--- src/rtl/svpwm_pkg.sv ---
// Shared types and vector helpers for the space vector sequencer.
package svpwm_pkg;

    typedef logic [2:0] vec_idx_t;   // vector number 0..7
    typedef logic [2:0] phase_t;     // {A,B,C}, 1 = upper switch on
    typedef logic [2:0] seg_t;       // segment number 0..7 within a period

    // Phase bits of each switching vector.
    function automatic phase_t vec_phase(input vec_idx_t v);
        phase_t p;
        case (v)
            3'd1:    p = 3'b100;
            3'd2:    p = 3'b110;
            3'd3:    p = 3'b010;
            3'd4:    p = 3'b011;
            3'd5:    p = 3'b001;
            3'd6:    p = 3'b101;
            3'd7:    p = 3'b111;
            default: p = 3'b000;
        endcase
        return p;
    endfunction

    // Next non-zero vector around the hexagon (V6 wraps to V1).
    function automatic vec_idx_t vec_next(input vec_idx_t v);
        return (v == 3'd6) ? 3'd1 : vec_idx_t'(v + 3'd1);
    endfunction

endpackage

--- src/rtl/svpwm_timer.sv ---
// Period counter and dwell capture.
// Counts 0..PERIOD-1 freely. It captures the dwell and sector inputs on the
// wrap edge and on reset, and converts the dwells to segment lengths,
// forcing the zero quarter to 0 when the dwell sum overflows the period.
// Assumes PERIOD is even and at least 4.
module svpwm_timer #(
    parameter int PERIOD = 64,
    parameter int DW     = 8,
    localparam int CW    = $clog2(PERIOD)
) (
    input  logic          clk,
    input  logic          rst_n,
    input  logic [2:0]    sector_i,
    input  logic [DW-1:0] t0_i,
    input  logic [DW-1:0] t1_i,
    input  logic [DW-1:0] t2_i,
    output logic [CW-1:0] cnt_o,
    output logic [DW-1:0] q_o,
    output logic [DW-1:0] h1_o,
    output logic [DW-1:0] h2_o,
    output logic [2:0]    sector_o
);
    localparam int SW = DW + 2;

    logic          wrap;
    logic [SW-1:0] dwell_sum;
    logic          overfull;

    // Detect the last cycle of the period.
    always_comb wrap = (cnt_o == CW'(PERIOD - 1));

    // Compare the total requested dwell with the period.
    always_comb begin
        dwell_sum = SW'(t0_i) + SW'(t1_i) + SW'(t2_i);
        overfull  = (dwell_sum > SW'(PERIOD));
    end

    // Free-running period counter.
    always_ff @(posedge clk) begin
        if (!rst_n)    cnt_o <= '0;
        else if (wrap) cnt_o <= '0;
        else           cnt_o <= cnt_o + 1'b1;
    end

    // Capture segment lengths at reset and at each period boundary.
    always_ff @(posedge clk) begin
        if (!rst_n || wrap) begin
            q_o      <= overfull ? '0 : (t0_i >> 2);
            h1_o     <= t1_i >> 1;
            h2_o     <= t2_i >> 1;
            sector_o <= sector_i;
        end
    end

endmodule

--- src/rtl/svpwm_segment.sv ---
// Segment classifier.
// Folds the counter about the period midpoint and compares the folded
// position with the cumulative segment edges to get the segment number and
// the vector it applies. Purely combinational.
// Assumes that the inputs come from svpwm_timer with the same parameters.
module svpwm_segment #(
    parameter int PERIOD = 64,
    parameter int DW     = 8,
    localparam int CW    = $clog2(PERIOD),
    localparam int EW    = ((DW + 2) > (CW + 1)) ? (DW + 2) : (CW + 1),
    localparam int HALF  = PERIOD / 2
) (
    input  logic [CW-1:0]       cnt_i,
    input  logic [DW-1:0]       q_i,
    input  logic [DW-1:0]       h1_i,
    input  logic [DW-1:0]       h2_i,
    input  logic [2:0]          sector_i,
    output svpwm_pkg::seg_t     seg_o,
    output svpwm_pkg::vec_idx_t vec_o
);
    import svpwm_pkg::*;

    logic          upper_half;
    logic [EW-1:0] pos;
    logic [EW-1:0] edge1, edge2, edge3;
    seg_t          half_seg;
    vec_idx_t      base, act_first, act_second;

    // Fold the counter into a position within the current half.
    always_comb begin
        upper_half = (EW'(cnt_i) >= EW'(HALF));
        pos        = upper_half ? (EW'(PERIOD - 1) - EW'(cnt_i)) : EW'(cnt_i);
    end

    // Cumulative segment edges and the segment number in the first half.
    always_comb begin
        edge1 = EW'(q_i);
        edge2 = edge1 + EW'(h1_i);
        edge3 = edge2 + EW'(h2_i);
        if (pos < edge1)      half_seg = 3'd0;
        else if (pos < edge2) half_seg = 3'd1;
        else if (pos < edge3) half_seg = 3'd2;
        else                  half_seg = 3'd3;
        seg_o = upper_half ? seg_t'(3'd7 - half_seg) : half_seg;
    end

    // Sector to ordered pair of active vectors.
    always_comb begin
        base = ((sector_i == 3'd0) || (sector_i == 3'd7)) ? 3'd1 : sector_i;
        if (base[0]) begin
            act_first  = base;
            act_second = vec_next(base);
        end else begin
            act_first  = vec_next(base);
            act_second = base;
        end
    end

    // Segment number to applied vector.
    always_comb begin
        case (seg_o)
            3'd1, 3'd6: vec_o = act_first;
            3'd2, 3'd5: vec_o = act_second;
            3'd3, 3'd4: vec_o = 3'd7;
            default:    vec_o = 3'd0;
        endcase
    end

endmodule

--- src/rtl/svpwm_gate.sv ---
// Output stage.
// Registers the applied vector and raises a strobe when the segment number
// changes. It drives complementary upper and lower gates from the vector's
// phase bits. Reset leaves V0 applied with segment 0 as the last segment seen.
module svpwm_gate (
    input  logic                clk,
    input  logic                rst_n,
    input  svpwm_pkg::seg_t     seg_i,
    input  svpwm_pkg::vec_idx_t vec_i,
    output svpwm_pkg::vec_idx_t vec_o,
    output logic [2:0]          up_o,
    output logic [2:0]          dn_o,
    output logic                strobe_o
);
    import svpwm_pkg::*;

    seg_t seg_q;

    // Register the vector, the segment and the segment-change strobe.
    always_ff @(posedge clk) begin
        if (!rst_n) begin
            vec_o    <= '0;
            seg_q    <= '0;
            strobe_o <= 1'b0;
        end else begin
            vec_o    <= vec_i;
            seg_q    <= seg_i;
            strobe_o <= (seg_i != seg_q);
        end
    end

    // Complementary gate commands from the registered vector.
    always_comb begin
        up_o = vec_phase(vec_o);
        dn_o = ~up_o;
    end

endmodule

--- src/rtl/svpwm_seq.sv ---
// Space vector PWM sequencer top.
// Ties together the period timer, the segment classifier and the output
// stage. Outputs are one register after the counter value that selects
// them. Assumes PERIOD is even and that dwell counts are in clock cycles.
module svpwm_seq #(
    parameter int PERIOD = 64,
    parameter int DW     = 8
) (
    input  logic          clk,
    input  logic          rst_n,
    input  logic [2:0]    sector_i,
    input  logic [DW-1:0] dwell_zero_i,
    input  logic [DW-1:0] dwell_a_i,
    input  logic [DW-1:0] dwell_b_i,
    output logic [2:0]    vec_idx_o,
    output logic [2:0]    gate_up_o,
    output logic [2:0]    gate_dn_o,
    output logic          seg_strobe_o
);
    import svpwm_pkg::*;

    localparam int CW = $clog2(PERIOD);

    logic [CW-1:0] cnt;
    logic [DW-1:0] q_len, h1_len, h2_len;
    logic [2:0]    sector_lat;
    seg_t          seg_now;
    vec_idx_t      vec_now;

    svpwm_timer #(.PERIOD(PERIOD), .DW(DW)) u_timer (
        .clk      (clk),
        .rst_n    (rst_n),
        .sector_i (sector_i),
        .t0_i     (dwell_zero_i),
        .t1_i     (dwell_a_i),
        .t2_i     (dwell_b_i),
        .cnt_o    (cnt),
        .q_o      (q_len),
        .h1_o     (h1_len),
        .h2_o     (h2_len),
        .sector_o (sector_lat)
    );

    svpwm_segment #(.PERIOD(PERIOD), .DW(DW)) u_segment (
        .cnt_i    (cnt),
        .q_i      (q_len),
        .h1_i     (h1_len),
        .h2_i     (h2_len),
        .sector_i (sector_lat),
        .seg_o    (seg_now),
        .vec_o    (vec_now)
    );

    svpwm_gate u_gate (
        .clk      (clk),
        .rst_n    (rst_n),
        .seg_i    (seg_now),
        .vec_i    (vec_now),
        .vec_o    (vec_idx_o),
        .up_o     (gate_up_o),
        .dn_o     (gate_dn_o),
        .strobe_o (seg_strobe_o)
    );

endmodule

--- config.mk ---
export PLATFORM = sky130hd
export DESIGN_NAME = svpwm_seq
export DESIGN_NICKNAME = d
export VERILOG_FILES = /design/src/rtl/svpwm_pkg.sv /design/src/rtl/svpwm_timer.sv /design/src/rtl/svpwm_segment.sv /design/src/rtl/svpwm_gate.sv /design/src/rtl/svpwm_seq.sv
export SDC_FILE = /design/constraint.sdc
export NUM_CORES = 1
export LEC_CHECK = 0
export CORE_MARGIN = 3
export CORE_UTILIZATION = 45
export CTS_BUF_LIST = sky130_fd_sc_hd__clkbuf_8
export DETAILED_ROUTE_END_ITERATION = 6
export DONT_BUFFER_PORTS = 1
export GPL_TIMING_DRIVEN = 1
export PLACE_DENSITY = 0.6
export SLEW_MARGIN = 20
export SYNTH_ARGS = -nofsm -noshare
export SYNTH_HDL_FRONTEND = slang
export SYNTH_HIERARCHICAL = 1
export SYNTH_SLANG_ARGS = --single-unit
--- constraint.sdc ---
create_clock -name clk -period 3.85 [get_ports clk]
set_clock_uncertainty 0.1 [all_clocks]
set_input_delay 0.385 -clock clk [delete_from_list [all_inputs] [get_ports clk]]
set_output_delay 0.385 -clock clk [all_outputs]
set_load 0.005 [all_outputs]
==> metrics.md <==
| Metric | Value |
|---|---|
| Routability cong. | 0.8754 |
| Fmax | 0.2616 GHz |
| Final Hold Viols | 0 |
| First-pass GRT wire length | 10.11 mm |
| LEAKAGE | 1.566 nW |
| Pwr dens | 390.7 nW/um2 |
| Routed Antenna Nets | 0 |
| Placed cells | 376 |
| CTS tree | done |
| Routed wire length | 5.805 mm |
| Mapped cell area | 3005 um2 |
| CTS hold repair buffers | 0 |
| Vias per Instance | 5.343 |
| Most Used Layer, Global Route | met2 |
| Antenna violations before repair | 0 |
| Total power | 1.367 mW |
| Synth top area share | 0.2298 |
| Worst Tran Pin Value | 0.6094 ns |
| Worst slack at placement | -0.2522 ns |
| Data arrival time of the worst path | 3.91 ns |
| Met2 GRT Util | 0.2925 |
| Met1 track demand over resource | 0.2021 |
| Die area | 7695 um2 |
| Synth Flop Type | edfxtp_1 |
| Gate Count Post-Synth | 284 |
| Post-synth EDFFs | 23 |
| Multi-input logic area | 2021 um2 |
| WHS | 0.08477 ns |
| DRC | 0 |
| Hpwl dp | 4.697 mm |
| Max-capacitance violation count | 0 |
| Max Slew Vio Count | 0 |
| RSZ-0062 raised after global routing | yes |
| Top post-synthesis cells by count | ha_1 (41), inv_1 (27), edfxtp_1 (23) |
| Crit path kind | reg -> reg |
| Worst-path maximum fanout | 3 |
| Status | finished, final reports clean |
| I/O pin cnt | 39 |
| Area contributors post-synth | edfxtp_1 (23%), ha_1 (17%), dfxtp_1 (8.7%), fa_1 (7.3%), xnor2_1 (4.4%) |
| Met3 Use GR | 0.03951 |
| Top-count cell post-synth | ha_1 |
| Mean Syn Cell Area | 10.58 um2 |
| Clock latency on the worst-skew pair | 0.29 ns |
| Worst endpoint required time | 3.94 ns |
| Num rows | 29 |
| Grt ovf | 0 |
| Setup Total Neg Slack | 0 ns |
| Vias in the first global route | 2275 |
| Critical path capture point type | flop |
| Placement Cell Area | 3214 um2 |
| H-tree levels | 2 |
| Final Instance Area | 3498 um2 |
| GRT Total Usage | 0.1664 |
| Final setup viols | 0 |
| Peak supply drop | 0.0001747 V |
| Share of the yosys chip area belonging to registers | 0.3164 |
| Finished Layout Cells | 391 |
| Register area | 950.9 um2 |
| DRT iter0 DRCs | 77 |
| Max-slew headroom | 0.5929 |
| R2r startpoint | u_timer/h1_o[1] |
| Worst min path class | in -> reg |
| Post-synth top area cell | edfxtp_1 |
| Fillers | 568 |
| CORE AREA | 6422 um2 |
| CTS buffer count | 5 |
| Hold Path Origin | sector_i[2] |
| Via count | 2089 |
| Yosys reg bits | 36 |
| Clock slew at reported path FFs | 0.08 ns |
| Final Util | 0.5447 |
| Reg2Reg Capture Point | u_gate/strobe_o |
| Largest net degree at the start of global routing | 28 |
| Clock sink total | 36 |
| Die width | 87.72 um |
| Post-synthesis cell type count | 60 |
| Average wire per standard cell | 14.85 um |
| Async S/R FF share, synth | 0 |
| Hold Path Stages | 0 |
| Clock root buffer | clkbuf_8 |
| Worst setup margin | 0.02778 ns |
| Minimum clock period | 3.822 ns |
| Hold Path End | u_timer/sector_o[2] |
| Yosys warns | 6 |
| Die Y | 87.72 um |
| Port Buffer Count | 0 |
| Layout Nets | 394 |
| Reg2reg path depth | 18 |
| Share of post-route cells with drive strength above 1 | 0.2420 |
| CTS max path bufs | 2 |
| N_diodes | 0 |
| Drt pass-1 iters | 4 |
| Worst R2R Setup Slack | 0.03 ns |
| Starting Density | 0.4680 |
| Critical Path Source Type | flop |
| Ratio of final minimum period to clock period | 0.9928 |
| Worst setup path start | u_timer/h1_o[1] |
| P&R area growth vs syn | 16.40% |
power by group:
group | internal (mW) | total [mW] | leakage [nW] | switching (mW)
Clock | 0.229 | 0.366 | 0.0645 | 0.137
Combinational | 0.277 | 0.556 | 1.17 | 0.278
Sequential | 0.432 | 0.446 | 0.329 | 0.0142
Total | 0.937 | 1.37 | 1.57 | 0.430
layout make-up:
cell class | instances | share of cell area
multi-input cells | 217 | 0.5776
inverters | 27 | 0.02897
well taps | 77 | 0.02754
clock inverters | 1 | 0.008584
repair buffers | 26 | 0.05794
clock buffers | 7 | 0.02754
flip-flops and latches | 36 | 0.2718
cell usage in the layout (no fill, tap or decap), types with 3 or more instances in the layout:
| cell | instances |
|---|---|
| nand2_1 | 10 |
| o21ai_2 | 3 |
| o21ai_1 | 6 |
| ha_1 | 37 |
| a211oi_2 | 3 |
| dfxtp_1 | 13 |
| conb_1 | 4 |
| nand3_1 | 10 |
| a21oi_1 | 9 |
| and4bb_2 | 4 |
| clkbuf_8 | 7 |
| fa_1 | 10 |
| nor2_1 | 13 |
| a21o_1 | 9 |
| o21ai_0 | 3 |
| xnor2_1 | 13 |
| inv_1 | 27 |
| nor3_1 | 5 |
| edfxtp_1 | 23 |
| a31oi_1 | 3 |
| and2_1 | 8 |
| xor2_1 | 14 |
| a21oi_2 | 6 |
| buf_4 | 24 |
critical path: stages, from the launching register on:
cell	delay (ns)
edfxtp_1	0.46
buf_6	0.15
fa_2	0.42
a21o_1	0.19
a21oi_2	0.18
xnor2_2	0.14
ha_1	0.28
a21oi_2	0.14
xor2_1	0.18
ha_1	0.28
a21o_1	0.18
a31oi_1	0.14
o21ai_1	0.12
nand3_2	0.09
a21oi_2	0.05
o21ai_2	0.17
xnor2_2	0.09
xor2_1	0.14
o31a_1	0.23
metal layers:
metal	wire, um	up-vias
met5	0	-
li1	-	1074
met1	2571	980
met3	189	5
met2	2973	30
met4	70	0
state kept, by name (all words and copies together), names as in the netlist:
signal	count
u_gate/vec_o	3
u_timer/cnt_o	6
u_timer/h1_o	7
u_timer/q_o	6
u_gate/seg_q	3
u_gate/strobe_o	1
u_timer/h2_o	7
u_timer/sector_o	3
worst max-delay path by stage:
stage | to | slack (ns)
floorplan | u_gate/strobe_o | 0.006
global placement | u_gate/vec_o[1] | -0.07
detailed placement | u_gate/vec_o[1] | -0.25
CTS | u_gate/strobe_o | 0.001
global route | u_gate/strobe_o | -0.19
finish | u_gate/strobe_o | 0.03
kinds of logic after synthesis:
logic type,after synthesis,synth area share
AND/OR/NAND/NOR,69,0.1428
adder cells (fa/ha/maj),52,0.2440
buffers and inverters,34,0.04871
AO/OA/AOI/OAI,61,0.1561
XOR/XNOR,30,0.08743
other,1,0.001248
multiplexers,1,0.003331
flip-flops,36,0.3164
what timing repair did:
action	4_1_cts	5_1_grt
gates resized for setup	9	12
pin swaps	15	17
buffers inserted	6	1
setup endpoints to repair	3	5
Note: power is estimated with default switching activity, not from simulation.
